**src/rtl/trap_pkg.sv**
```systemverilog
package trap_pkg;
  localparam int MODE_LSB  = 0;
  localparam int MODE_W    = 2;
  localparam int ID_BIT    = 2;
  localparam int CAUSE_LSB = 4;
  localparam int CAUSE_W   = 8;
  localparam int NOTE_LSB  = 12;
  localparam int NOTE_W    = 8;

  localparam logic [MODE_W-1:0]  MODE_SUP = 2'b10;
  localparam logic [MODE_W-1:0]  MODE_USR = 2'b00;
  localparam logic [CAUSE_W-1:0] CAUSE_MISALIGN = 8'h01;
  localparam logic [CAUSE_W-1:0] CAUSE_PRIV     = 8'h02;

  typedef enum logic [1:0] {
    ACT_IDLE  = 2'd0,
    ACT_ENTER = 2'd1,
    ACT_LEAVE = 2'd2,
    ACT_WRITE = 2'd3
  } act_e;
endpackage

```
**src/rtl/trap_decide.sv**
```systemverilog
module trap_decide
  import trap_pkg::*;
(
  input  logic               flt_req,
  input  logic [CAUSE_W-1:0] flt_cause,
  input  logic               flt_next,
  input  logic               flt_user,
  input  logic               ret_req,
  input  logic               fetch_vld,
  input  logic [1:0]         pc_lo,
  input  logic               wr_saved,
  input  logic               wr_ret,
  input  logic               in_sup,
  output act_e               act_o,
  output logic [CAUSE_W-1:0] cause_o,
  output logic               note_en_o,
  output logic               use_next_o
);
  logic misalign;
  logic priv_bad;

  assign misalign = fetch_vld & (pc_lo != 2'b00);
  assign priv_bad = (wr_saved | wr_ret) & ~in_sup;

  always_comb begin
    act_o      = ACT_IDLE;
    cause_o    = '0;
    note_en_o  = 1'b0;
    use_next_o = 1'b0;
    if (flt_req) begin
      act_o      = ACT_ENTER;
      cause_o    = flt_cause;
      note_en_o  = flt_user;
      use_next_o = flt_next;
    end else if (misalign) begin
      act_o   = ACT_ENTER;
      cause_o = CAUSE_MISALIGN;
    end else if (priv_bad) begin
      act_o   = ACT_ENTER;
      cause_o = CAUSE_PRIV;
    end else if (ret_req) begin
      act_o = ACT_LEAVE;
    end else if (wr_saved | wr_ret) begin
      act_o = ACT_WRITE;
    end
  end
endmodule

```
**src/rtl/ctrl_stack.sv**
```systemverilog
module ctrl_stack
  import trap_pkg::*;
#(
  parameter int XLEN = 32
) (
  input  logic               clk,
  input  logic               rst,
  input  act_e               act,
  input  logic [CAUSE_W-1:0] cause,
  input  logic               note_en,
  input  logic [NOTE_W-1:0]  note,
  input  logic               wr_saved,
  input  logic [XLEN-1:0]    wdata,
  output logic [XLEN-1:0]    mcr_o
);
  localparam logic [XLEN-1:0] BOOT_WORD =
    XLEN'(MODE_SUP) << MODE_LSB | XLEN'(1) << ID_BIT;

  logic [XLEN-1:0] saved_q;
  logic [XLEN-1:0] entry_word;

  always_comb begin
    entry_word = '0;
    entry_word[MODE_LSB +: MODE_W]   = MODE_SUP;
    entry_word[ID_BIT]               = 1'b1;
    entry_word[CAUSE_LSB +: CAUSE_W] = cause;
    if (note_en) entry_word[NOTE_LSB +: NOTE_W] = note;
  end

  always_ff @(posedge clk) begin
    if (rst) begin
      mcr_o   <= BOOT_WORD;
      saved_q <= '0;
    end else begin
      case (act)
        ACT_ENTER: begin
          saved_q <= mcr_o;
          mcr_o   <= entry_word;
        end
        ACT_LEAVE: begin
          mcr_o   <= saved_q;
          saved_q <= '0;
        end
        ACT_WRITE: if (wr_saved) saved_q <= wdata;
        default: ;
      endcase
    end
  end

  assert_push_R2: assert property (@(posedge clk) disable iff (rst)
    act == ACT_ENTER |=> saved_q == $past(mcr_o) &&
      mcr_o[MODE_LSB +: MODE_W] == MODE_SUP && mcr_o[ID_BIT]);
  assert_note_zero_R3: assert property (@(posedge clk) disable iff (rst)
    act == ACT_ENTER && !note_en |=> mcr_o[NOTE_LSB +: NOTE_W] == '0);
  assert_pop_R5: assert property (@(posedge clk) disable iff (rst)
    act == ACT_LEAVE |=> mcr_o == $past(saved_q) && saved_q == '0);
endmodule

```
**src/rtl/ret_unit.sv**
```systemverilog
module ret_unit
  import trap_pkg::*;
#(
  parameter int              XLEN     = 32,
  parameter logic [XLEN-1:0] TRAP_VEC = '0
) (
  input  logic            clk,
  input  logic            rst,
  input  act_e            act,
  input  logic            use_next,
  input  logic [XLEN-1:0] pc_in,
  input  logic            wr_ret,
  input  logic [XLEN-1:0] wdata,
  output logic [XLEN-1:0] pc_next_o,
  output logic            redirect_o
);
  localparam logic [XLEN-1:0] STEP = XLEN'(4);

  logic [XLEN-1:0] fret_q;

  always_ff @(posedge clk) begin
    if (rst) begin
      fret_q     <= '0;
      pc_next_o  <= '0;
      redirect_o <= 1'b0;
    end else begin
      redirect_o <= 1'b0;
      case (act)
        ACT_ENTER: begin
          fret_q     <= use_next ? pc_in + STEP : pc_in;
          pc_next_o  <= TRAP_VEC;
          redirect_o <= 1'b1;
        end
        ACT_LEAVE: begin
          pc_next_o  <= fret_q;
          redirect_o <= 1'b1;
        end
        ACT_WRITE: if (wr_ret) fret_q <= wdata;
        default: ;
      endcase
    end
  end

  assert_vector_R4: assert property (@(posedge clk) disable iff (rst)
    act == ACT_ENTER |=> redirect_o && pc_next_o == TRAP_VEC);
  assert_capture_R4: assert property (@(posedge clk) disable iff (rst)
    act == ACT_ENTER |=>
      fret_q == ($past(use_next) ? $past(pc_in) + STEP : $past(pc_in)));
  assert_jump_back_R5: assert property (@(posedge clk) disable iff (rst)
    act == ACT_LEAVE |=> redirect_o && pc_next_o == $past(fret_q));
  assert_quiet_R10: assert property (@(posedge clk) disable iff (rst)
    (act == ACT_IDLE || act == ACT_WRITE) |=> !redirect_o);
endmodule

```
**src/rtl/fault_sequencer.sv**
```systemverilog
module fault_sequencer
  import trap_pkg::*;
#(
  parameter int              XLEN     = 32,
  parameter logic [XLEN-1:0] TRAP_VEC = '0
) (
  input  logic               clk,
  input  logic               rst,
  input  logic               flt_req,
  input  logic [CAUSE_W-1:0] flt_cause,
  input  logic               flt_next,
  input  logic               flt_user,
  input  logic [NOTE_W-1:0]  flt_note,
  input  logic               ret_req,
  input  logic               fetch_vld,
  input  logic [XLEN-1:0]    pc_in,
  input  logic               sv_wr_saved,
  input  logic               sv_wr_ret,
  input  logic [XLEN-1:0]    sv_wdata,
  output logic [XLEN-1:0]    pc_next,
  output logic               redirect,
  output logic [MODE_W-1:0]  mode,
  output logic               irq_dis,
  output logic [XLEN-1:0]    ctrl_word
);
  act_e               act;
  logic [CAUSE_W-1:0] cause;
  logic               note_en;
  logic               use_next;
  logic               in_sup;

  assign in_sup    = ctrl_word[MODE_LSB +: MODE_W] == MODE_SUP;
  assign mode      = ctrl_word[MODE_LSB +: MODE_W];
  assign irq_dis   = ctrl_word[ID_BIT];

  trap_decide u_decide (
    .flt_req    (flt_req),
    .flt_cause  (flt_cause),
    .flt_next   (flt_next),
    .flt_user   (flt_user),
    .ret_req    (ret_req),
    .fetch_vld  (fetch_vld),
    .pc_lo      (pc_in[1:0]),
    .wr_saved   (sv_wr_saved),
    .wr_ret     (sv_wr_ret),
    .in_sup     (in_sup),
    .act_o      (act),
    .cause_o    (cause),
    .note_en_o  (note_en),
    .use_next_o (use_next)
  );

  ctrl_stack #(.XLEN(XLEN)) u_stack (
    .clk      (clk),
    .rst      (rst),
    .act      (act),
    .cause    (cause),
    .note_en  (note_en),
    .note     (flt_note),
    .wr_saved (sv_wr_saved),
    .wdata    (sv_wdata),
    .mcr_o    (ctrl_word)
  );

  ret_unit #(.XLEN(XLEN), .TRAP_VEC(TRAP_VEC)) u_ret (
    .clk        (clk),
    .rst        (rst),
    .act        (act),
    .use_next   (use_next),
    .pc_in      (pc_in),
    .wr_ret     (sv_wr_ret),
    .wdata      (sv_wdata),
    .pc_next_o  (pc_next),
    .redirect_o (redirect)
  );

  assert_fault_wins_R6: assert property (@(posedge clk) disable iff (rst)
    flt_req && ret_req |=> redirect && pc_next == TRAP_VEC &&
      ctrl_word[CAUSE_LSB +: CAUSE_W] == $past(flt_cause));
  assert_misalign_R7: assert property (@(posedge clk) disable iff (rst)
    !flt_req && fetch_vld && pc_in[1:0] != 2'b00 |=>
      ctrl_word[CAUSE_LSB +: CAUSE_W] == CAUSE_MISALIGN);
  assert_user_write_R9: assert property (@(posedge clk) disable iff (rst)
    !flt_req && !(fetch_vld && pc_in[1:0] != 2'b00) &&
    (sv_wr_saved || sv_wr_ret) && mode != MODE_SUP |=>
      ctrl_word[CAUSE_LSB +: CAUSE_W] == CAUSE_PRIV && mode == MODE_SUP);
endmodule

```
**config.mk**
```make
export PLATFORM = sky130hd
export DESIGN_NAME = fault_sequencer
export DESIGN_NICKNAME = d
export VERILOG_FILES = /design/src/rtl/trap_pkg.sv /design/src/rtl/trap_decide.sv /design/src/rtl/ctrl_stack.sv /design/src/rtl/ret_unit.sv /design/src/rtl/fault_sequencer.sv
export SDC_FILE = /design/constraint.sdc
export NUM_CORES = 1
export LEC_CHECK = 0
export BUFFER_PORTS_ARGS = -buffer_cell sky130_fd_sc_hd__buf_4
export CAP_MARGIN = 20
export CORE_MARGIN = 3
export CORE_UTILIZATION = 60
export CTS_BUF_LIST = sky130_fd_sc_hd__clkbuf_4 sky130_fd_sc_hd__clkbuf_8
export DETAILED_ROUTE_END_ITERATION = 6
export GPL_TIMING_DRIVEN = 0
export PLACE_DENSITY = 0.95
export SETUP_SLACK_MARGIN = 0.2
export SYNTH_ARGS = -nofsm -noshare
export SYNTH_HDL_FRONTEND = slang
export SYNTH_HIERARCHICAL = 1
export SYNTH_SLANG_ARGS = --single-unit
```
**constraint.sdc**
```tcl
create_clock -name clk -period 6.5 [get_ports clk]
set_input_delay 0.65 -clock clk [delete_from_list [all_inputs] [get_ports clk]]
set_output_delay 0.65 -clock clk [all_outputs]
set_load 0.005 [all_outputs]
```
==> results of run 1 <==
metal layers:
metal  track usage  vias to the layer above  part of all wire
met5             0                        -                 0
met4         0.164                        0             0.041
met3        0.0852                      110              0.11
met2         0.567                      532              0.48
met1         0.400                     3084              0.36
li1              -                     2866                 -
flip-flops by register name (all words and copies together), names as in the netlist:
register	count
u_stack/saved_q	32
u_ret/pc_next_o	32
u_stack/mcr_o	32
u_ret/redirect_o	1
u_ret/fret_q	32
power by group through the flow:
stage / Clock [mW] / Sequential (mW) / Combinational [mW]
2_1_floorplan: 0 / 0.888 / 0.249
3_3_place_gp: 0 / 0.896 / 0.372
3_5_place_dp: 0 / 0.900 / 0.391
4_1_cts: 0.761 / 0.883 / 0.398
5_1_grt: 0.797 / 0.889 / 0.432
6_report: 0.759 / 0.885 / 0.410
worst max-delay path: cells and delay by family, from the launching register on:
kind / cells / cell delay [ns]
AOI/OAI and AO/OA: 4 / 1.02
adders and majority gates: 1 / 0.26
and+or+nand+nor: 4 / 0.72
DFF: 1 / 0.42
buffers and inverters: 2 / 0.80
Yosys cell counts, types with 9 or more instances:
library cell	n	area share
dfxtp_1	129	0.39
nor2_1	39	0.022
inv_1	38	0.021
a21oi_1	37	0.028
clkbuf_1	33	0.019
a22o_1	32	0.042
nor3b_1	32	0.036
a211oi_2	31	0.058
a2111oi_2	30	0.068
a211oi_1	27	0.030
nand3_1	26	0.020
xor2_1	24	0.032
nand2_1	23	0.013
mux2i_1	19	0.029
nand2b_1	15	0.014
buf_2	13	0.0098
and2_1	12	0.011
nand4_1	11	0.010
a221oi_2	9	0.020
a22oi_1	9	0.010
layout by cell type (no fill, tap or decap), types with 7 or more instances in the layout:
| cell | instances |
|---|---|
| nand2b_1 | 15 |
| dfxtp_1 | 129 |
| a211oi_2 | 31 |
| a211oi_1 | 27 |
| a22o_1 | 32 |
| buf_4 | 162 |
| a22oi_1 | 9 |
| ha_1 | 8 |
| clkbuf_8 | 18 |
| nor2_1 | 39 |
| xor2_1 | 24 |
| a21oi_1 | 37 |
| inv_1 | 38 |
| clkbuf_1 | 33 |
| a2111oi_2 | 30 |
| o22ai_1 | 7 |
| mux2i_1 | 19 |
| buf_2 | 13 |
| nand4_1 | 11 |
| a221oi_2 | 9 |
| nand3_1 | 26 |
| nor3b_1 | 32 |
| nand2_1 | 23 |
| buf_6 | 8 |
| and2_1 | 12 |
area by class of cell:
cell class / count / area [µm²]
repair buffers: 154 / 1160
clock buffers: 18 / 248
well taps: 136 / 170
inverters: 39 / 146
plain buffers: 67 / 362
flip-flops and latches: 129 / 2580
clock inverters: 13 / 185
multi-input cells: 446 / 3560
fillers: 631 / 2140
kinds of logic after synthesis:
group | synth area share
muxes | 0.0303
buffers and inverters | 0.0764
AOI/OAI and AO/OA | 0.292
adders and majority gates | 0.0150
xor gates and xnor gates | 0.0355
DFF | 0.388
and+or+nand+nor | 0.163
through the flow:
step                hold WS, ns  cell area (µm²)   util  cells  total power, mW
finish                    0.470             8410  0.797   1002             2.05
global route              0.487             8410  0.797   1002             2.12
CTS                       0.462             8410  0.797   1002             2.04
detailed placement        0.452             7980  0.756    971             1.29
global placement          0.444             7980  0.756    971             1.27
floorplan                 0.434             6650      -    681             1.14
final timing paths:
| path | from | end | slack (ns) |
|---|---|---|---|
| worst max-delay path | u_stack/mcr_o[1] | u_ret/fret_q[6] | 3.20 |
| worst min-delay path | u_stack/saved_q[31] | u_stack/saved_q[31] | 0.47 |
| worst max register to register | u_stack/mcr_o[1] | u_ret/fret_q[6] | 3.20 |
| worst min register to register | u_stack/saved_q[31] | u_stack/saved_q[31] | 0.47 |
==> impl_metrics.yaml, run 1 <==
cts:
  htree_levels: 4
  clkTransAtPathRegs_ns: 0.08
  cts.sinks: 129
  cts-root-buf: "clkbuf_8"
  postCtsSetupBuffers: 0
  cts_tree: "built"
  clock_path_buffers: 2
  cts.repair.resized: 0
  clk_latency_ns: 0.43
  cts_hold_buf: 0
  cts_buffers: 17
timing:
  setup_slack_ns: 3.20
  setup_viol: 0
  hold_viol: 0
  max_freq_mhz: 303
  final.period_utilization: 0.507
  skew_ns: 0.0151
  fin_crit_ns: 3.30
  slew_violations: 0
  tns_ns: 0
  relSlewSlack: 0.469
  worst-slew-pin-transition_ns: 0.797
  rsz0062_at_grt: "false"
floorplanning:
  fp.dieArea_um2: 12400
  die_w_um: 111
  core_um2: 10600
  num_rows: 37
  io_pins: 157
  start_util: 0.630
  die-height_um: 111
yosys:
  synth_fp_nets: 778
  syn_area_um2: 6650
  yosysUniqueCellTypes: 56
  synth_cells: 681
  synthArstFlopShare: 0
  seq_area_frac_synth: 0.388
  synth_edf_count: 0
  synth_ff_type: "dfxtp_1"
  synth.avg_cell_area_um2: 9.77
  synth-seq-cells: 129
  ys.warnings.count: 6
pwr:
  internal_power_mw: 1.45
  power.density_nw_per_um2: 244
  seqPwrFrac: 0.431
  swShare: 0.295
  p_comb_frac: 0.199
  switchingPower_mw: 0.606
  p_leak_nw: 3.26
  peakVddDrop_mv: 0.161
  pwr-share-clk: 0.370
routing:
  wl_mm: 21.7
  drtIter0Drc: 838
  drc: 0
  viasPerCell: 6.58
  wl_per_cell_um: 21.7
  drtAntennaViolNets: 0
  dr_total_vias: 6592
  dr.pass1.iters: 5
worst_setup_path:
  critPathKind: "flip-flop to flip-flop"
  crit_required_ns: 6.85
  arrival_ns: 3.65
  reg2reg_depth: 11
  crit_path_max_incr_delay_ns: 0.60
  worst_setup_path_start_kind: "flip-flop"
  crit_path_end_kind: "flip-flop"
  crit_slowest_cell: "a211oi_2"
  worstPathMaxFanout: 10
  path_cells: "nor2b_4 > o21ai_0 > a211oi_2 > ha_1 > buf_2 > and2_1 > clkbuf_1 > nand2_1 > nand2_1 > o21ai_0 > a21oi_1"
placement:
  gp_congestion: 0.911
  io_buffers: 154
  dp_hpwl_mm: 15.4
  post-place-ws_ns: 3.08
global_route:
  grt_max_degree: 17
  grt_use_total: 0.337
  antenna_found_initial: 0
  grt_pass1_wl_mm: 33.8
  grt_pass1_vias: 6645
  grt_remaining_overflow: 0
run:
  maxCapViolCount: 0
cells_and_area:
  areaGrowthSynthToFinish_pct: 26.4
  drive_above_1_share: 0.352
  diodes: 0
  nets: 951
worst_hold_path:
  holdPathStages: 2
  hold_class: "flip-flop to flip-flop"
outcome:
  status: "finished clean"
(Power assumes the default switching activity.)
==> run 2: changes to the inputs <==
--- a/config.mk
+++ b/config.mk
@@ -5,14 +5,15 @@
 export SDC_FILE = /design/constraint.sdc
 export NUM_CORES = 1
 export LEC_CHECK = 0
+export ABC_AREA = 1
 export BUFFER_PORTS_ARGS = -buffer_cell sky130_fd_sc_hd__buf_4
 export CAP_MARGIN = 20
 export CORE_MARGIN = 3
-export CORE_UTILIZATION = 60
+export CORE_UTILIZATION = 51
 export CTS_BUF_LIST = sky130_fd_sc_hd__clkbuf_4 sky130_fd_sc_hd__clkbuf_8
 export DETAILED_ROUTE_END_ITERATION = 6
 export GPL_TIMING_DRIVEN = 0
-export PLACE_DENSITY = 0.95
+export PLACE_DENSITY = 0.88
 export SETUP_SLACK_MARGIN = 0.2
 export SYNTH_ARGS = -nofsm -noshare
 export SYNTH_HDL_FRONTEND = slang
==> constraint.sdc (replaced) <==
create_clock -name clk -period 2.7 [get_ports clk]
set_input_delay 0.27 -clock clk [delete_from_list [all_inputs] [get_ports clk]]
set_output_delay 0.27 -clock clk [all_outputs]
set_load 0.005 [all_outputs]
==> run 2 against run 1 <==
The flow now finishes with violations (DRC). Sequential power increased by 150%. Via count is 20% higher. Global-route usage is 5.5 points lower. Hold slack got worse by 0.40 ns. Clock-buffer cell count rose by 2. Non-clock buffer count grew 5. Cell area grew 7.0%. Clock skew fell by 0.0044 ns. Largest cell class unchanged. Synthesized area up 6.2%. Flip-flop and latch count did not move.
==> impl_metrics.yaml, run 2 <==
pwr:
  power.density_nw_per_um2: 603
  peakVddDrop_mv: 0.373
  p_leak_nw: 4.47
cts:
  cts-root-buf: "clkbuf_8"
  clkTransAtPathRegs_ns: 0.08
  cts.sinks: 129
  cts_buffers: 17
  cts_hold_buf: 0
  cts_tree: "built"
  htree_levels: 4
  clock_path_buffers: 2
  clk_latency_ns: 0.45
routing:
  drtAntennaViolNets: 0
  wl_per_cell_um: 14.9
  viasPerCell: 5.37
  drtIter0Drc: 1012
  dr.pass1.iters: 7
  dr_total_vias: 7919
  wl_mm: 21.9
  drc: 1
worst_setup_path:
  arrival_ns: 2.79
  critPathKind: "flip-flop to flip-flop"
  crit_required_ns: 3.09
  crit_path_end_kind: "flip-flop"
  worst_setup_path_start_kind: "flip-flop"
  worstPathMaxFanout: 10
global_route:
  grt_pass1_wl_mm: 33.8
  grt_pass1_vias: 6935
  grt_remaining_overflow: 0
  grt_use_total: 0.282
  antenna_found_initial: 0
  grt_max_degree: 17
timing:
  slew_violations: 0
  tns_ns: 0
  rsz0062_at_grt: "false"
  hold_viol: 0
  relSlewSlack: 0.587
  skew_ns: 0.0108
  setup_viol: 0
  max_freq_mhz: 415
  final.period_utilization: 0.892
  holdWs_ns: 0.0699
  fin_crit_ns: 2.41
  worst-slew-pin-transition_ns: 0.619
cells_and_area:
  nets: 1384
  register_area_um2: 2580
  areaGrowthSynthToFinish_pct: 27.4
  diodes: 0
  num-fill-cells: 1122
  layout_commonest_cell: "nand2_1"
  drive_above_1_share: 0.228
  multiInputGateArea_um2: 3640
  layout_common_cells: "nand2_1, buf_4, nor2_1, nand3_1, dfxtp_1"
floorplanning:
  num_rows: 42
  start_util: 0.527
  die_w_um: 124
  fp.dieArea_um2: 15300
  die-height_um: 124
  io_pins: 157
  core_um2: 13400
placement:
  dp_hpwl_mm: 16.3
  gp_congestion: 0.931
  io_buffers: 156
yosys:
  synthTopCellsByArea: "dfxtp_1, nand2_1, nand3_1"
  synth.top_cell.area_share: 0.366
  seq_area_frac_synth: 0.366
  yosysUniqueCellTypes: 36
  synth_fp_nets: 1204
  synthArstFlopShare: 0
  synth_top_area_cell: "dfxtp_1"
  synth-seq-cells: 129
  synth_edf_count: 0
  synth.avg_cell_area_um2: 6.38
  synthMostInstantiatedCell: "nand2_1"
  synth_ff_type: "dfxtp_1"
  netlist_top_cells_count: "nand2_1, nor2_1, nand3_1"
  synth_cells: 1107
  ys.warnings.count: 6
  syn_area_um2: 7060
outcome:
  failed_checks: "DRC"
  status: "finished, violations left"
run:
  maxCapViolCount: 0
worst_hold_path:
  hold_class: "primary input to flip-flop"
[run 2: cell type report]
type | count | share of cell area
Inverter | 125 | 0.0532
Timing Repair Buffer | 161 | 0.134
Clock inverter | 12 | 0.0225
Tap cell | 176 | 0.0245
Sequential cell | 129 | 0.287
Multi-Input combinational cell | 788 | 0.404
Clock buffer | 20 | 0.0306
Buffer | 65 | 0.0435
[run 2: kinds of logic (layout without fill, tap and decap cells)]
family          Yosys count  count (layout)  share of synthesized area
xor+xnor                  9               9                     0.0112
buf+inv                 190             383                      0.121
compound gates          145             145                      0.110
flops                   129             129                      0.366
fa+ha+maj                 8               8                     0.0142
simple gates            626             626                      0.378
[run 2: repair_timing]
| item | CTS | global route |
|---|---|---|
| endpoints found under the hold margin | 0 | 0 |
| setup buffers | 0 | 5 |
| pin swaps | 0 | 2 |
| gates resized for setup | 9 | 8 |
| gates cloned | 0 | 0 |
| endpoints found under the setup margin | 58 | 56 |
[run 2: path summary, 6_finish.rpt]
kind,to,slack [ns],start,depth (start not counted)
setup / recovery,u_ret/fret_q[20],0.29,u_stack/mcr_o[1],15
hold reg to reg,u_ret/pc_next_o[12],0.47,u_ret/fret_q[12],2
setup reg to reg,u_ret/fret_q[20],0.29,u_stack/mcr_o[1],15
hold / removal,u_stack/mcr_o[18],0.07,flt_note[6],3
[run 2: stage by stage]
step	utilization	power, mW	worst slack (ns)	instances	cell area [µm²]
2_1_floorplan	-	2.96	0.608	1107	7060
3_3_place_gp	0.631	3.39	0.0708	1439	8460
3_5_place_dp	0.631	3.42	0.0579	1439	8460
4_1_cts	0.668	5.38	0.233	1471	8950
5_1_grt	0.672	5.66	0.126	1476	9000
6_report	0.672	5.43	0.293	1476	9000
[run 2: per-layer routing]
metal | wire length [µm] | global-route usage | share of wire | vias up
met1 | 8850 | 0.368 | 0.40 | 3520
met2 | 10100 | 0.458 | 0.46 | 486
met5 | 0 | 0 | 0 | -
met3 | 2290 | 0.0654 | 0.10 | 70
met4 | 730 | 0.0969 | 0.033 | 0
li1 | - | - | - | 3843
[run 2: worst max-delay path, stage by stage (launching register included)]
cell and delay (ns):
dfxtp_2 0.39, inv_1 0.06, nor2_2 0.12, inv_1 0.06
o21ai_1 0.16, nand3_2 0.15, ha_1 0.23, clkbuf_4 0.20
clkinv_4 0.11, nand2_1 0.08, nand2_1 0.13, inv_2 0.09
buf_2 0.19, nor2_1 0.17, nand2_1 0.10, a21oi_2 0.12
[run 2: where the power goes]
part	total (mW)	internal, mW	leakage, nW	switching (mW)
Combinational	1.25	0.493	3.17	0.754
Clock	1.98	1.18	0.240	0.799
Sequential	2.20	2.08	1.06	0.119
